$ cat config.mk
export PLATFORM = sky130hd
export DESIGN_NAME = pll_lock_qual
export DESIGN_NICKNAME = d
export VERILOG_FILES = /design/src/rtl/pll_lq_pkg.sv /design/src/rtl/pll_lq_sync.sv /design/src/rtl/pll_lq_filter.sv /design/src/rtl/pll_lock_qual.sv
export SDC_FILE = /design/constraint.sdc
export NUM_CORES = 1
export LEC_CHECK = 0
export BUFFER_PORTS_ARGS = -buffer_cell sky130_fd_sc_hd__buf_2
export CELL_PAD_IN_SITES_DETAIL_PLACEMENT = 1
export CELL_PAD_IN_SITES_GLOBAL_PLACEMENT = 2
export CORE_UTILIZATION = 39
export DETAILED_ROUTE_END_ITERATION = 6
export PLACE_DENSITY_LB_ADDON = 0.1
export SETUP_SLACK_MARGIN = 0.02
export SYNTH_ARGS = -nofsm -noshare
export SYNTH_HDL_FRONTEND = slang
export SYNTH_SLANG_ARGS = --single-unit
$ cat constraint.sdc
create_clock -name clk_ref -period 2.71 [get_ports clk_ref]
set_input_delay 0.1355 -clock clk_ref [delete_from_list [all_inputs] [get_ports clk_ref]]
set_output_delay 0.1355 -clock clk_ref [all_outputs]
set_load 0.05 [all_outputs]
$ cat src/rtl/pll_lq_pkg.sv
package pll_lq_pkg;

   // how a clock-output enable is qualified
   typedef enum logic {
      GATE_ON_RUN  = 1'b0,
      GATE_ON_LOCK = 1'b1
   } gate_mode_e;

   localparam int unsigned DEF_CNT_W = 16;
   localparam int unsigned MIN_SYNC  = 2;

endpackage

$ cat src/rtl/pll_lq_sync.sv
module pll_lq_sync #(
   parameter int unsigned STAGES = 2
) (
   input  logic clk,
   input  logic rst_n,
   input  logic d_i,
   output logic q_o
);
   import pll_lq_pkg::*;

   initial begin
      assert (STAGES >= MIN_SYNC) else $error("pll_lq_sync: STAGES too small");
   end

   logic [STAGES-1:0] chain_q;

   always_ff @(posedge clk or negedge rst_n) begin
      if (!rst_n) chain_q <= '0;
      else        chain_q <= {chain_q[STAGES-2:0], d_i};
   end

   assign q_o = chain_q[STAGES-1];

   // the output can only rise once the stage before it was already high

   sync_order_chk: assert property (@(posedge clk) disable iff (!rst_n)
      $rose(q_o) |-> $past(chain_q[STAGES-2]));

endmodule

$ cat src/rtl/pll_lq_filter.sv
module pll_lq_filter #(
   parameter int unsigned CNT_W  = 16,
   parameter int unsigned THRESH = 1000
) (
   input  logic clk,
   input  logic rst_n,
   input  logic run_i,
   input  logic lock_i,
   output logic qual_o
);
   localparam logic [CNT_W-1:0] THR_V = CNT_W'(THRESH);

   initial begin
      assert (CNT_W >= 1 && CNT_W <= 32) else $error("pll_lq_filter: bad CNT_W");
      assert (THRESH < (64'd1 << CNT_W)) else $error("pll_lq_filter: THRESH too wide");
   end

   logic [CNT_W-1:0] cnt_q;
   logic             qual_q;
   logic             hit;

   assign hit = (cnt_q == THR_V);

   always_ff @(posedge clk or negedge rst_n) begin
      if (!rst_n) begin
         cnt_q  <= '0;
         qual_q <= 1'b0;
      end else if (!run_i || !lock_i) begin
         cnt_q  <= '0;
         qual_q <= 1'b0;
      end else if (hit) begin
         qual_q <= 1'b1;
      end else begin
         cnt_q  <= cnt_q + 1'b1;
      end
   end

   assign qual_o = qual_q & lock_i & run_i;


   cnt_bound_chk: assert property (@(posedge clk) disable iff (!rst_n)
      cnt_q <= THR_V);


   qual_after_count_chk: assert property (@(posedge clk) disable iff (!rst_n)
      $rose(qual_q) |-> $past(run_i && lock_i && cnt_q == THR_V));


   drop_clears_chk: assert property (@(posedge clk) disable iff (!rst_n)
      (run_i && !lock_i) |=> (cnt_q == '0 && !qual_q));


   idle_clears_chk: assert property (@(posedge clk) disable iff (!rst_n)
      !run_i |=> (cnt_q == '0 && !qual_q));

endmodule

$ cat src/rtl/pll_lock_qual.sv
module pll_lock_qual #(
   parameter int unsigned     CNT_W     = pll_lq_pkg::DEF_CNT_W,
   parameter int unsigned     THRESH    = 1000,
   parameter int unsigned     SYNC_N    = 2,
   parameter int unsigned     NOUT      = 4,
   parameter logic [NOUT-1:0] GATE_MASK = '1,
   parameter int unsigned     RC_W      = 8
) (
   input  logic            clk_ref,
   input  logic            pll_rst_i,
   input  logic            glob_en_i,
   input  logic            raw_lock_i,
   output logic            pll_en_o,
   output logic            lock_o,
   output logic            gated_lock_o,
   output logic            reset_req_o,
   output logic [NOUT-1:0] clk_out_en_o,
   output logic [RC_W-1:0] restart_cnt_o
);
   import pll_lq_pkg::*;

   initial begin
      assert (NOUT >= 1) else $error("pll_lock_qual: NOUT must be positive");
      assert (RC_W >= 1) else $error("pll_lock_qual: RC_W must be positive");
   end

   logic arst_n;
   logic srst_n;
   logic lk_s;
   logic lk_prev_q;
   logic run_q;
   logic req_q;
   logic qual;
   logic [RC_W-1:0] rcnt_q;

   assign arst_n = ~pll_rst_i;

   // reset: asserted at once, released through the synchronizer
   pll_lq_sync #(.STAGES(2)) u_rst_sync (
      .clk   (clk_ref),
      .rst_n (arst_n),
      .d_i   (1'b1),
      .q_o   (srst_n)
   );

   pll_lq_sync #(.STAGES(SYNC_N)) u_lock_sync (
      .clk   (clk_ref),
      .rst_n (srst_n),
      .d_i   (raw_lock_i),
      .q_o   (lk_s)
   );

   // run state and restart counter move on the same edge
   always_ff @(posedge clk_ref or negedge srst_n) begin
      if (!srst_n) begin
         run_q  <= 1'b0;
         rcnt_q <= '0;
      end else begin
         run_q <= glob_en_i;
         if (glob_en_i && !run_q) rcnt_q <= rcnt_q + 1'b1;
      end
   end

   pll_lq_filter #(.CNT_W(CNT_W), .THRESH(THRESH)) u_filter (
      .clk    (clk_ref),
      .rst_n  (srst_n),
      .run_i  (run_q),
      .lock_i (lk_s),
      .qual_o (qual)
   );

   // sticky loss flag
   always_ff @(posedge clk_ref or negedge srst_n) begin
      if (!srst_n) begin
         lk_prev_q <= 1'b0;
         req_q     <= 1'b0;
      end else begin
         lk_prev_q <= lk_s;
         if (run_q && lk_prev_q && !lk_s) req_q <= 1'b1;
      end
   end

   generate
      for (genvar i = 0; i < NOUT; i++) begin : g_out
         if (gate_mode_e'(GATE_MASK[i]) == GATE_ON_LOCK) begin : g_lock
            assign clk_out_en_o[i] = qual;
         end else begin : g_run
            assign clk_out_en_o[i] = run_q;
         end
      end
   endgenerate

   assign pll_en_o      = run_q;
   assign lock_o        = lk_s & run_q;
   assign gated_lock_o  = qual;
   assign reset_req_o   = req_q;
   assign restart_cnt_o = rcnt_q;


   req_sticky_chk: assert property (@(posedge clk_ref) disable iff (!srst_n)
      req_q |=> req_q);


   restart_step_chk: assert property (@(posedge clk_ref) disable iff (!srst_n)
      $rose(run_q) |-> rcnt_q == $past(rcnt_q) + 1'b1);


   idle_outputs_chk: assert property (@(posedge clk_ref) disable iff (!srst_n)
      $fell(glob_en_i) |=> (clk_out_en_o == '0 && !gated_lock_o && !lock_o));


   loss_flag_chk: assert property (@(posedge clk_ref) disable iff (!srst_n)
      (run_q && $fell(lk_s)) |=> req_q);

endmodule

==> impl_metrics.yaml <==
clock_tree:
  cts-htree-levels: 2
  postCtsSetupBuffers: 0
  cts_buffers: 5
  cts.sinks: 32
  clk_pin_slew_worst_paths_ns: 0.06
  cts-root-buf: "clkbuf_8"
  cts_buffer_depth: 2
  cts_tree: "done"
  worst_skew_pair.late_latency_ns: 0.28
floorplan:
  ios: 20
  die_h_um: 63.0
  core_um2: 3440
  die_area_um2: 3970
  initial_core_util_pct: 42.2
  fp.dieW_um: 63.0
  rows: 21
place:
  dp_cells: 189
  port_buffers: 19
  place_ws_ns: 1.09
  place.gp.congestion: 0.703
  dp_hpwl_um: 1860
routing:
  wl_met2_um: 1330
  drc: 0
  wire_per_inst_um: 13.7
  dr.pass1.iters: 4
  wl_met1_um: 1280
  ant_nets: 0
  wirelength_um: 2740
  vias_per_cell: 4.90
  vias: 980
  wl_met3_um: 103
  highest_layer: "met4"
  drt_iter0_drc: 32
run_status:
  status: "finished clean"
timing:
  period_needed_ns: 1.89
  fin_tns_setup_ns: 0
  setup_ws_ns: 0.823
  worst_pin_slew_ns: 0.622
  holdWs_ns: 0.240
  relSlewSlack_pct: 58.4
  rsz0062_at_grt: "false"
  fmax_mhz: 530
  skew_ns: 0.00603
  maxSlewViolCount: 0
  finalSetupViolCount: 0
  post-route-period-util_pct: 69.6
  hold_viol_final: 0
power_and_ir_drop:
  total_power_mw: 1.25
  vdd_drop_max_v: 0.000501
  power_density_nw_per_um2: 739
  power_leakage_nw: 0.811
global_route:
  grt_start_max_net_pins: 31
  grt_overflow: 0
  grt_pass1_wl_um: 4770
  grt_use_total_pct: 15.9
  antenna_found_initial: 0
  grt_pass1_vias: 1032
worst_setup_path:
  cp_num_buf_inv: 1
  critPathMaxStageDelay_ns: 0.40
  crit_slowest_cell: "dfrtp_1"
  r2r_cells: 4
  crit_cells: 3
  start_kind: "flop"
  startpoint: "pll_en_o"
  cp-endpoint: "clk_out_en_o[0]"
  crit_chain: "nand2_1 > nor2_1 > buf_2"
  path_delay_family: "simple AND/OR/NAND/NOR gates"
  setup.worst_path.end_class: "output pin"
  path_class: "flop to output pin"
  rrSetupSlack_ns: 1.12
  cp.arrival_ns: 1.75
  r2r-end: "u_filter.cnt_q[15]"
  r2r-start: "u_filter.cnt_q[2]"
  worstPathRequired_ns: 2.57
  cp_max_fo: 18
flow_run:
  maxCapViolCount: 0
synthesis:
  async_flop_share_pct: 100
  post_synth_num_cell_types: 34
  netlist_area_um2: 1450
  synth-seq-cells: 32
  syn_avg_cell_area_um2: 11.2
  seq_area_frac_synth_pct: 55.1
  ys.flop_type: "dfrtp_1"
  synth_nets: 137
  yosysTopAreaCell: "dfrtp_1"
  synth-edff-count: 0
  synth_top_area_share_pct: 55.1
  synthCells: 130
  yosys_warnings: 0
  synth_area_leaders: "dfrtp_1, xor2_1, xnor2_1"
final_layout:
  drive_gt1_share_pct: 22.7
  syn_to_final_growth_pct: 16.0
  antenna_cells: 0
  fin_nets: 160
  nFillCells: 395
  final_cells: 200
hold_path:
  hold_class: "input port to asynchronous set/reset pin"
## cells in the final DEF, fill, tap and decap left out, types with 2 or more instances in the layout
master,Yosys,final
clkbuf_8,0,6
dlygate4sd3_1,0,3
and4_1,4,4
xnor2_1,7,7
a21oi_1,3,3
nor2_1,15,15
nand3_1,7,7
buf_2,1,19
nand4_1,5,5
ha_1,3,3
inv_1,6,6
mux2_2,2,2
clkinv_2,0,2
dfrtp_1,32,32
nor4b_1,2,2
xor2_1,11,11
nand2_1,6,6
and3_1,4,4
## cell families after synthesis
| group | after synthesis | synth area share, % |
|---|---|---|
| buf+inv | 13 | 5.00 |
| flops | 32 | 55.1 |
| mux | 3 | 2.24 |
| fa+ha+maj | 3 | 2.58 |
| xor+xnor | 18 | 10.9 |
| compound gates | 8 | 3.70 |
| simple gates | 52 | 20.2 |
| other cells | 1 | 0.258 |
## worst min-delay path, stage by stage
cell and delay (ns):
dlygate4sd3_1 0.53, buf_2 0.12, inv_1 0.07
## report_power, final
part / switching [mW] / leakage, nW / internal, mW
registers: 0.0519 / 0.417 / 0.527
clock network: 0.168 / 0.0510 / 0.202
logic: 0.219 / 0.343 / 0.0776
total: 0.439 / 0.811 / 0.807
## what timing repair did
action                                 in CTS  in global routing
endpoints found under the hold margin       4                  0
resized for setup                           0                  0
hold buffers                                3                  0
## metal layers
metal	vias to the layer above	GRT usage (%)
li1	479	-
met5	-	0
met3	2	5.84
met2	17	26.1
met4	0	6.10
met1	482	18.9
## synthesized netlist by cell type, types with 2 or more instances
master   count
and3_1       4
ha_1         3
dfrtp_1     32
nor2_1      15
nand2_1      6
a21oi_1      3
buf_4        4
and4_1       4
nand3_1      7
mux2_2       2
inv_1        6
xor2_1      11
nand4_1      5
xnor2_1      7
nor4b_1      2
## registers in the layout, indices dropped and copies added (netlist names)
register,count
u_filter.cnt_q,16
restart_cnt_o,8
u_lock_sync.chain_q,2
u_rst_sync.chain_q,2
lk_prev_q,1
pll_en_o,1
reset_req_o,1
u_filter.qual_q,1
## area by class of cell
| type | instances | area, um2 | share of cell area [%] |
|---|---|---|---|
| Clock buffer | 6 | 82.6 | 4.90 |
| Multi-Input combinational cell | 85 | 579 | 34.4 |
| Sequential cell | 32 | 801 | 47.5 |
| Inverter | 6 | 22.5 | 1.34 |
| Clock inverter | 2 | 10.0 | 0.594 |
| Tap cell | 46 | 57.6 | 3.41 |
| Timing Repair Buffer | 23 | 133 | 7.87 |
## through the flow
stage | instance area [um2] | util [%]
floorplan | 1450 | -
global placement | 1560 | 45.4
finish | 1690 | 49.0
CTS | 1690 | 49.0
global route | 1690 | 49.0
detailed placement | 1560 | 45.4
## worst min-delay path by stage
stage                     startpoint                    end  slack [ns]  cells past startpoint
after detailed placement   pll_rst_i  u_rst_sync.chain_q[0]       -0.02                      2
after global routing       pll_rst_i  u_rst_sync.chain_q[0]        0.26                      3
final                      pll_rst_i  u_rst_sync.chain_q[0]        0.24                      3
after global placement     pll_rst_i  u_rst_sync.chain_q[0]       -0.02                      2
after CTS                  pll_rst_i  u_rst_sync.chain_q[0]        0.22                      3
after floorplan            pll_rst_i  u_rst_sync.chain_q[0]       -0.12                      1
Note: power is estimated with default switching activity, not from simulation.
